**src/rtl/swk_pkg.sv**
```systemverilog
package swk_pkg;
  localparam int CTRL_W   = 8;
  localparam int BIT_EN   = 7;
  localparam int BIT_CMP  = 6;
  localparam int BIT_WUP  = 5;
  localparam int MODE_HI  = 4;
  localparam int MODE_LO  = 2;
  localparam int MODE_W   = MODE_HI - MODE_LO + 1;
  localparam int SEL_W    = 2;

  typedef enum logic [SEL_W-1:0] {
    SRC_EXT_A = 2'b00,
    SRC_EXT_B = 2'b01,
    SRC_TMR   = 2'b10,
    SRC_PRE   = 2'b11
  } clk_src_e;

  typedef struct packed {
    logic              en;
    logic              wup;
    logic [MODE_W-1:0] mode;
    logic [SEL_W-1:0]  sel;
  } ctrl_t;
endpackage

```
**src/rtl/swk_ctrl_reg.sv**
```systemverilog
module swk_ctrl_reg
  import swk_pkg::*;
(
  input  logic              clk,
  input  logic              rst_n,
  input  logic              we,
  input  logic              bit_mode,
  input  logic [2:0]        bit_idx,
  input  logic [CTRL_W-1:0] wdata,
  output ctrl_t             ctrl,
  output logic              mode_err
);
  ctrl_t             ctrl_q, ctrl_d, cand;
  logic              err_q, err_d;
  logic [CTRL_W-1:0] image, merged;
  logic              reject;
  logic              unused_cmp_bit;

  always_comb begin
    image = '0;
    image[BIT_EN]              = ctrl_q.en;
    image[BIT_WUP]             = ctrl_q.wup;
    image[MODE_HI:MODE_LO]     = ctrl_q.mode;
    image[SEL_W-1:0]           = ctrl_q.sel;
    merged = image;
    if (bit_mode) merged[bit_idx] = wdata[0];
    else          merged = wdata;
  end

  assign unused_cmp_bit = merged[BIT_CMP];

  always_comb begin
    cand.en   = merged[BIT_EN];
    cand.wup  = merged[BIT_WUP];
    cand.mode = merged[MODE_HI:MODE_LO];
    cand.sel  = merged[SEL_W-1:0];
    reject    = we & ctrl_q.en & cand.en & (cand.mode != ctrl_q.mode);
    if (reject) cand.mode = ctrl_q.mode;
    ctrl_d = we ? cand : ctrl_q;
    err_d  = err_q | reject;
  end

  always_ff @(posedge clk or negedge rst_n) begin
    if (!rst_n) begin
      ctrl_q <= '0;
      err_q  <= 1'b0;
    end else begin
      ctrl_q <= ctrl_d;
      err_q  <= err_d;
    end
  end

  assign ctrl     = ctrl_q;
  assign mode_err = err_q;
endmodule

```
**src/rtl/swk_addr_cmp.sv**
```systemverilog
module swk_addr_cmp #(
  parameter int ADDR_W = 8
) (
  input  logic              clk,
  input  logic              rst_n,
  input  logic              en,
  input  logic              sva_we,
  input  logic [ADDR_W-1:0] sva_wdata,
  input  logic [ADDR_W-1:0] rx_byte,
  output logic              match
);
  logic [ADDR_W-1:0] sva_q, sva_d;

  always_comb begin
    sva_d = sva_we ? sva_wdata : sva_q;
  end

  always_ff @(posedge clk or negedge rst_n) begin
    if (!rst_n) sva_q <= '0;
    else        sva_q <= sva_d;
  end

  assign match = en & (sva_q == rx_byte);
endmodule

```
**src/rtl/swk_wake_gate.sv**
```systemverilog
module swk_wake_gate (
  input  logic clk,
  input  logic rst_n,
  input  logic en,
  input  logic wup,
  input  logic bus_mode,
  input  logic match,
  input  logic xfer_done,
  input  logic cmd_det,
  input  logic shift_wr_req,
  output logic irq,
  output logic shift_wr_ok,
  output logic shift_err
);
  logic wake_armed, addr_hit;
  logic err_q, err_d;

  always_comb begin
    wake_armed  = wup & bus_mode;
    addr_hit    = cmd_det & match;
    irq         = en & xfer_done & (~wake_armed | addr_hit);
    shift_wr_ok = shift_wr_req & ~wup;
    err_d       = err_q | (shift_wr_req & wup);
  end

  always_ff @(posedge clk or negedge rst_n) begin
    if (!rst_n) err_q <= 1'b0;
    else        err_q <= err_d;
  end

  assign shift_err = err_q;
endmodule

```
**src/rtl/swk_clk_sel.sv**
```systemverilog
module swk_clk_sel
  import swk_pkg::*;
#(
  parameter int DIV_LOG2 = 4
) (
  input  logic             clk,
  input  logic             rst_n,
  input  logic             en,
  input  logic             bus_mode,
  input  logic [SEL_W-1:0] sel,
  input  logic             ext_tick,
  input  logic             tmr_tick,
  input  logic             pre_tick,
  output logic             ser_tick
);
  localparam logic [DIV_LOG2-1:0] CNT_LAST = '1;

  logic [DIV_LOG2-1:0] cnt_q, cnt_d;
  logic                div_on, cnt_step, raw_tick;

  always_comb begin
    div_on   = bus_mode & (clk_src_e'(sel) == SRC_TMR);
    cnt_step = en & div_on & tmr_tick;
    cnt_d    = cnt_q;
    if (!en)           cnt_d = '0;
    else if (cnt_step) cnt_d = cnt_q + 1'b1;
  end

  always_ff @(posedge clk or negedge rst_n) begin
    if (!rst_n) cnt_q <= '0;
    else        cnt_q <= cnt_d;
  end

  always_comb begin
    unique case (clk_src_e'(sel))
      SRC_EXT_A, SRC_EXT_B: raw_tick = ext_tick;
      SRC_TMR:   raw_tick = div_on ? (tmr_tick & (cnt_q == CNT_LAST)) : tmr_tick;
      default:   raw_tick = pre_tick;
    endcase
    ser_tick = en & raw_tick;
  end
endmodule

```
**src/rtl/sadr_wake_ctrl.sv**
```systemverilog
module sadr_wake_ctrl
  import swk_pkg::*;
#(
  parameter int ADDR_W   = 8,
  parameter int DIV_LOG2 = 4
) (
  input  logic              clk,
  input  logic              rst_n,
  input  logic              ctrl_we,
  input  logic              ctrl_bit_mode,
  input  logic [2:0]        ctrl_bit_idx,
  input  logic [7:0]        ctrl_wdata,
  output logic [7:0]        ctrl_rd,
  input  logic              sva_we,
  input  logic [ADDR_W-1:0] sva_wdata,
  input  logic              shift_wr_req,
  output logic              shift_wr_ok,
  input  logic              xfer_done,
  input  logic              cmd_det,
  input  logic [ADDR_W-1:0] rx_byte,
  input  logic              sck_ext_tick,
  input  logic              tmr_tick,
  input  logic              pre_tick,
  output logic              ser_tick,
  output logic              bus_mode,
  output logic              msb_first,
  output logic              irq,
  output logic [1:0]        err_flags
);
  logic [1:0] rst_sync_q;
  logic       rst_int_n;
  ctrl_t      ctrl;
  logic       match, mode_err, shift_err;

  always_ff @(posedge clk or negedge rst_n) begin
    if (!rst_n) rst_sync_q <= 2'b00;
    else        rst_sync_q <= {rst_sync_q[0], 1'b1};
  end
  assign rst_int_n = rst_sync_q[1];

  swk_ctrl_reg u_ctrl (
    .clk      (clk),
    .rst_n    (rst_int_n),
    .we       (ctrl_we),
    .bit_mode (ctrl_bit_mode),
    .bit_idx  (ctrl_bit_idx),
    .wdata    (ctrl_wdata),
    .ctrl     (ctrl),
    .mode_err (mode_err)
  );

  always_comb begin
    bus_mode  = ctrl.mode[2] & ctrl.mode[1];
    msb_first = bus_mode | ~ctrl.mode[0];
  end

  swk_addr_cmp #(.ADDR_W(ADDR_W)) u_cmp (
    .clk       (clk),
    .rst_n     (rst_int_n),
    .en        (ctrl.en),
    .sva_we    (sva_we),
    .sva_wdata (sva_wdata),
    .rx_byte   (rx_byte),
    .match     (match)
  );

  swk_wake_gate u_gate (
    .clk          (clk),
    .rst_n        (rst_int_n),
    .en           (ctrl.en),
    .wup          (ctrl.wup),
    .bus_mode     (bus_mode),
    .match        (match),
    .xfer_done    (xfer_done),
    .cmd_det      (cmd_det),
    .shift_wr_req (shift_wr_req),
    .irq          (irq),
    .shift_wr_ok  (shift_wr_ok),
    .shift_err    (shift_err)
  );

  swk_clk_sel #(.DIV_LOG2(DIV_LOG2)) u_clk (
    .clk      (clk),
    .rst_n    (rst_int_n),
    .en       (ctrl.en),
    .bus_mode (bus_mode),
    .sel      (ctrl.sel),
    .ext_tick (sck_ext_tick),
    .tmr_tick (tmr_tick),
    .pre_tick (pre_tick),
    .ser_tick (ser_tick)
  );

  assign ctrl_rd   = {ctrl.en, match, ctrl.wup, ctrl.mode, ctrl.sel};
  assign err_flags = {shift_err, mode_err};
endmodule

```
**config.mk**
```make
export PLATFORM = sky130hd
export DESIGN_NAME = sadr_wake_ctrl
export DESIGN_NICKNAME = d
export VERILOG_FILES = /design/src/rtl/swk_pkg.sv /design/src/rtl/swk_ctrl_reg.sv /design/src/rtl/swk_addr_cmp.sv /design/src/rtl/swk_wake_gate.sv /design/src/rtl/swk_clk_sel.sv /design/src/rtl/sadr_wake_ctrl.sv
export SDC_FILE = /design/constraint.sdc
export NUM_CORES = 1
export LEC_CHECK = 0
export ABC_AREA = 1
export BUFFER_PORTS_ARGS = -buffer_cell sky130_fd_sc_hd__buf_2
export CAP_MARGIN = 20
export CORE_MARGIN = 2
export CORE_UTILIZATION = 47
export CTS_BUF_LIST = sky130_fd_sc_hd__clkbuf_8 sky130_fd_sc_hd__clkbuf_16
export CTS_CLUSTER_DIAMETER = 200
export DETAILED_ROUTE_END_ITERATION = 6
export PLACE_DENSITY = 0.76
export SLEW_MARGIN = 25
export SYNTH_ARGS = -nofsm -noshare
export SYNTH_HDL_FRONTEND = slang
export SYNTH_SLANG_ARGS = --single-unit
```
**constraint.sdc**
```tcl
create_clock -name clk -period 1.35 [get_ports clk]
set_input_delay 0.0675 -clock clk [delete_from_list [all_inputs] [get_ports clk]]
set_output_delay 0.0675 -clock clk [all_outputs]
set_load 0.005 [all_outputs]
```
==> run_results.csv, run 1 <==
group,metric,value,unit
critical_path,cp.arrival,1490,ps
die,pin_count,53,
power_and_ir_drop,irDropWorstVdd,0.653,mV
outcome,violations,"setup timing",
drt,wl_per_cell,11.1,um
outcome,run_status,"finished with violations",
drt,final_antenna_net_count,0,
critical_path,cp-end-kind,"output port",
critical_path,reg2regPathDepth,10,
run,drv_cap,0,
layout,finalNonFillerCells,274,
hold_path,hp-start,"sva_wdata[0]",
yosys,synth.avg_cell_area,7.67,um2
yosys,synth_warnings,0,
placement,placed_area,1690,um2
power_and_ir_drop,p_leak,0.981,nW
clock_tree,htree_levels,1,
die,die_h,58.0,um
sta,period_minus_slack,1560,ps
critical_path,rrSetupSlack,50,ps
layout,fin_nets,283,
layout,diodes,0,
sta,worst_slack,-205,ps
clock_tree,clockBufferDepth,2,
power_and_ir_drop,clkPwrFrac,0.242,
yosys,synth-seq-cells,23,
yosys,synth_area,1370,um2
clock_tree,cts_root_buf,"clkbuf_8",
sta,min_period_over_period,1.15,
clock_tree,cts_buffers,3,
clock_tree,cts_tree,"done",
power_and_ir_drop,comb_power_share,0.300,
sta,hold_violations,0,
yosys,netlist.area_leader.share,0.419,
yosys,yosys-top-cells-area,"dfrtp_1 (42%), nand2_1 (9.8%), inv_1 (7.1%)",
critical_path,reg2reg_to,"u_ctrl.ctrl[4]",
die,initial_core_util,0.498,
drt,firstDrtPassIters,4,
placement,io_buffers,51,
power_and_ir_drop,power.density,935,nW/um2
die,coreArea,2760,um2
drt,vias_per_cell,5.00,
hold_path,min_path_cells,3,
critical_path,path_class,"reg2out",
critical_path,cp-start-kind,"flop",
die,die_w,58.0,um
hold_path,worst_hold_path_type,"in2reg",
yosys,synth_nets,218,
yosys,synth_cells,179,
layout,final_area,1850,um2
global_routing,overflow,0,
yosys,synth_cell_types,32,
global_routing,grt.total_usage,0.189,
global_routing,grt_max_degree,17,
sta,max_freq,0.643,GHz
power_and_ir_drop,p_switching,0.530,mW
sta,slew_viol_final,0,
die,rows,19,
global_routing,grt_pass1_vias,1259,
global_routing,antenna_found_initial,0,
sta,rsz0062_at_grt,"yes",
drt,drtIter0Drc,52,
layout,final_layout_size_suffix_gt1_frac,0.440,
hold_path,min_to,"u_cmp.sva_q[0]",
drt,drc,0,
sta,finalClockSkew,1.80,ps
critical_path,worstReg2RegStart,"u_ctrl.ctrl[4]",
yosys,yosysSeqAreaShare,0.419,
power_and_ir_drop,p_sw_frac,0.306,
global_routing,grt_pass1_wl,5010,um
die,die_area,3370,um2
placement,dp_slack,103,ps
drt,finalWirelength,3030,um
clock_tree,clk_pin_slew,80,ps
yosys,yosys.area.top_type,"dfrtp_1",
drt,vias,1371,
layout,syn_to_final_growth,34.9,%
clock_tree,clock-sinks,23,
critical_path,cp.required,1280,ps
power_and_ir_drop,seq_power_share,0.458,
clock_tree,clk_latency,260,ps
sta,setup_violations,3,
placement,hpwlAfterDp,2350,um
placement,dpl.cell_count,263,
placement,place.gp.congestion,0.781,
power_and_ir_drop,intPower,1.20,mW
critical_path,crit_path_max_fanout,3,
==> area by class of cell <==
class,instances,area [um2]
fillers,252,906
multi-input cells,119,697
flip-flops and latches,23,576
repair buffers,67,382
inverters,30,113
clock buffers,3,41.3
well taps,31,38.8
clock inverters,1,5.00
==> layout by cell type, fill, tap and decap left out, types with 2 or more instances in the layout <==
master / Yosys / final
a21oi_1: 8 / 6
a21oi_2: 0 / 2
a31oi_1: 2 / 2
buf_2: 0 / 51
buf_4: 5 / 14
clkbuf_8: 0 / 3
dfrtp_1: 23 / 23
inv_1: 26 / 20
inv_2: 4 / 10
mux2_2: 3 / 3
nand2_1: 36 / 31
nand2_2: 2 / 6
nand2_4: 1 / 2
nand3_1: 15 / 15
nand3_2: 4 / 4
nand4_1: 4 / 4
nor2_1: 10 / 9
nor2_2: 1 / 2
nor3_1: 4 / 3
o21ai_0: 12 / 10
o21ai_1: 1 / 3
or2_2: 2 / 2
xor2_1: 2 / 2
==> critical path: stages, from the launching register on <==
cell     delay, ps
dfrtp_1        370
inv_2           80
o22ai_2         80
a21oi_2        100
nand2_1         80
nor2_1         110
nand3_1        100
a31oi_1        170
buf_2          130
==> flip-flops by register name (all words and copies together), names as in the netlist <==
signal	flops
u_cmp.sva_q	8
u_ctrl.ctrl	7
u_clk.cnt_q	4
rst_sync_q	2
u_ctrl.mode_err	1
u_gate.shift_err	1
==> Yosys cell counts <==
cell type,count
nor3_1,4
buf_4,5
nand3_2,4
a21oi_1,8
inv_1,26
o21ai_1,1
dfrtp_1,23
xor2_1,2
or2_1,1
nand2_4,1
a31oi_1,2
o22ai_1,2
o2111ai_1,2
mux2_2,3
nand2_1,36
xnor2_1,1
ha_1,1
nand2_2,2
conb_1,1
clkbuf_1,1
o221ai_1,1
o21bai_1,1
clkbuf_4,1
inv_2,4
nor4_1,1
o21ai_0,12
nor2_2,1
nand3b_1,1
nand3_1,15
nor2_1,10
nand4_1,4
or2_2,2
==> how the worst max path moves through the flow <==
stage,cells after the start,endpoint,slack [ps],start
3_5_place_dp,7,u_clk.cnt_q[3],100,u_ctrl.ctrl[3]
4_1_cts,8,irq,-190,u_cmp.sva_q[0]
5_1_grt,9,irq,-300,u_cmp.sva_q[3]
2_1_floorplan,7,u_clk.cnt_q[3],110,u_ctrl.ctrl[4]
6_report,8,irq,-210,u_cmp.sva_q[0]
3_3_place_gp,7,u_clk.cnt_q[3],120,u_ctrl.ctrl[4]
==> power by group through the flow <==
stage | combinational [mW] | clock, mW | sequential, mW
after floorplan | 0.244 | 0 | 0.814
after global placement | 0.448 | 0 | 0.803
after detailed placement | 0.457 | 0 | 0.805
after CTS | 0.464 | 0.435 | 0.793
after global routing | 0.585 | 0.460 | 0.802
final | 0.519 | 0.418 | 0.793
==> per-layer routing <==
layer | track usage | routed length, um
met2 | 0.313 | 1460
met3 | 0.0290 | 142
met4 | 0.0664 | 41
met1 | 0.250 | 1390
met5 | 0 | 0
==> through the flow <==
| stage | power, mW | hold slack, ps | setup TNS, ps | util |
|---|---|---|---|---|
| 2_1_floorplan | 1.06 | -228 | 0 | - |
| 3_3_place_gp | 1.25 | -146 | 0 | 0.611 |
| 3_5_place_dp | 1.26 | -145 | 0 | 0.611 |
| 4_1_cts | 1.69 | 0.142 | -456 | 0.640 |
| 5_1_grt | 1.85 | 9.58 | -857 | 0.672 |
| 6_report | 1.73 | 8.02 | -386 | 0.672 |
==> cells by family after synthesis <==
| logic type | share of synthesized area |
|---|---|
| multiplexers | 0.0246 |
| buffers and inverters | 0.118 |
| XOR/XNOR | 0.0191 |
| adder cells (fa/ha/maj) | 0.00911 |
| other | 0.00273 |
| flip-flops | 0.419 |
| AO/OA/AOI/OAI | 0.119 |
| AND/OR/NAND/NOR | 0.288 |
==> timing repair <==
action                                 CTS  global route
setup buffers                            2             4
resized for setup                        5            19
hold buffers                             1             0
endpoints found under the hold margin    2             0
setup endpoints to repair                3             7
pin swaps                                6            16
Power figures use the tool's default switching activity.
==> inputs of run 2 (changes only) <==
PLACE_DENSITY = 0.79   (was 0.76)
==> run_results.csv, run 2 (synthesized netlist as in run 1, its figures left out) <==
group,metric,value,unit
sta,finalClockSkew,6.85,ps
critical_path,cp.arrival,1460,ps
power_and_ir_drop,irDropWorstVdd,0.942,mV
die,coreArea,2760,um2
power_and_ir_drop,p_leak,0.983,nW
power_and_ir_drop,comb_power_share,0.298,
critical_path,reg2reg_to,"u_ctrl.ctrl[3]",
layout,final_layout_size_suffix_gt1_frac,0.385,
die,die_w,58.0,um
drt,drc,0,
layout,syn_to_final_growth,32.3,%
global_routing,grt_pass1_vias,1171,
sta,hold_violations,0,
layout,largest_reg_flops,8,
critical_path,cp-start-kind,"flop",
placement,dpl.cell_count,263,
die,rows,19,
power_and_ir_drop,p_total,1.69,mW
clock_tree,clk_latency,260,ps
power_and_ir_drop,clkPwrFrac,0.238,
critical_path,reg2regPathDepth,11,
clock_tree,clock-sinks,23,
global_routing,grt.total_usage,0.188,
placement,io_buffers,51,
layout,top_register,"u_cmp.sva_q",
critical_path,worstSetupStartpoint,"u_cmp.sva_q[0]",
hold_path,min_to,"u_cmp.sva_q[7]",
die,die_h,58.0,um
placement,placed_area,1690,um2
drt,final_antenna_net_count,0,
sta,max_freq,0.653,GHz
clock_tree,cts_tree,"done",
sta,rsz0062_at_grt,"yes",
sta,setup_violations,3,
drt,wl_per_cell,10.9,um
layout,finalNonFillerCells,275,
global_routing,antenna_found_initial,0,
sta,hold_ws,3.63,ps
sta,slew_viol_final,0,
critical_path,crit_path_max_fanout,3,
layout,diodes,0,
global_routing,grt_max_degree,17,
clock_tree,cts_buffers,3,
power_and_ir_drop,p_sw_frac,0.295,
layout,final_cell_mix,"buf_2 (51), nand2_1 (36), inv_1 (25)",
placement,hpwlAfterDp,2310,um
outcome,violations,"setup timing",
layout,seq_area,576,um2
clock_tree,htree_levels,1,
critical_path,rrSetupSlack,20,ps
clock_tree,clk_pin_slew,80,ps
global_routing,grt_pass1_wl,4820,um
layout,n_fill_cell,253,
placement,place.gp.congestion,0.876,
layout,final_area,1820,um2
drt,firstDrtPassIters,4,
drt,finalWirelength,2990,um
critical_path,worstReg2RegStart,"u_ctrl.ctrl[4]",
drt,vias,1346,
run,drv_cap,0,
die,die_area,3370,um2
hold_path,worst_hold_path_type,"in2reg",
power_and_ir_drop,p_switching,0.498,mW
layout,post-route-util,0.658,
critical_path,cp-end-kind,"output port",
placement,dp_slack,59.6,ps
power_and_ir_drop,intPower,1.19,mW
power_and_ir_drop,seq_power_share,0.465,
drt,vias_per_cell,4.89,
drt,drtIter0Drc,64,
global_routing,overflow,0,
die,initial_core_util,0.498,
sta,worst_slack,-181,ps
critical_path,cp.required,1280,ps
layout,mostFrequentLayoutCell,"buf_2",
layout,multiInputGateArea,658,um2
layout,fin_nets,284,
clock_tree,cts_root_buf,"clkbuf_8",
hold_path,hp-start,"sva_wdata[7]",
sta,period_minus_slack,1530,ps
hold_path,min_path_cells,3,
die,pin_count,53,
sta,finalSetupTns,-416,ps
clock_tree,clockBufferDepth,2,
power_and_ir_drop,power.density,930,nW/um2
outcome,run_status,"finished with violations",
sta,min_period_over_period,1.13,
critical_path,path_class,"reg2out",
run 2: routing by layer:
| layer | vias up | global-route usage | routed length, um |
|---|---|---|---|
| met4 | 0 | 0.0963 | 51 |
| met1 | 592 | 0.246 | 1400 |
| li1 | 712 | - | - |
| met5 | - | 0 | 0 |
| met3 | 5 | 0.0424 | 154 |
| met2 | 37 | 0.292 | 1390 |
run 2: cell type report:
class / count / share of cell area
timing repair buffer: 68 / 0.212
clock inverter: 1 / 0.00207
tap: 31 / 0.0214
inverter: 30 / 0.0620
multi-input combinational: 119 / 0.363
clock buffer: 3 / 0.0227
sequential: 23 / 0.317
run 2: worst max path at each step:
stage / end / slack [ps] / cells past startpoint
after floorplan: u_clk.cnt_q[3] / 110 / 7
after global placement: u_clk.cnt_q[2] / 110 / 7
after detailed placement: u_clk.cnt_q[3] / 60 / 7
after CTS: irq / -150 / 6
after global routing: irq / -300 / 8
final: irq / -180 / 8
run 2: power groups by stage:
stage                     Sequential (mW)  Combinational (mW)  Clock (mW)
after floorplan                     0.814               0.244           0
final                               0.785               0.503       0.401
after global placement              0.802               0.449           0
after global routing                0.794               0.564       0.443
after CTS                           0.792               0.467       0.412
after detailed placement            0.806               0.454           0
run 2: repair_timing:
action | CTS | global route
gates resized for setup | 3 | 4
gates cloned | 0 | 0
endpoints found under the setup margin | 3 | 5
endpoints found under the hold margin | 2 | 0
setup buffers | 3 | 4
pin swaps | 2 | 3
hold buffers | 1 | 0
run 2: critical path: stages (launching register included):
cell and delay, ps:
dfrtp_1 380, inv_2 70, o22ai_2 70, a21oi_1 120
nand2_1 80, nor2_1 100, nand3_1 110, a31oi_1 140
buf_2 130
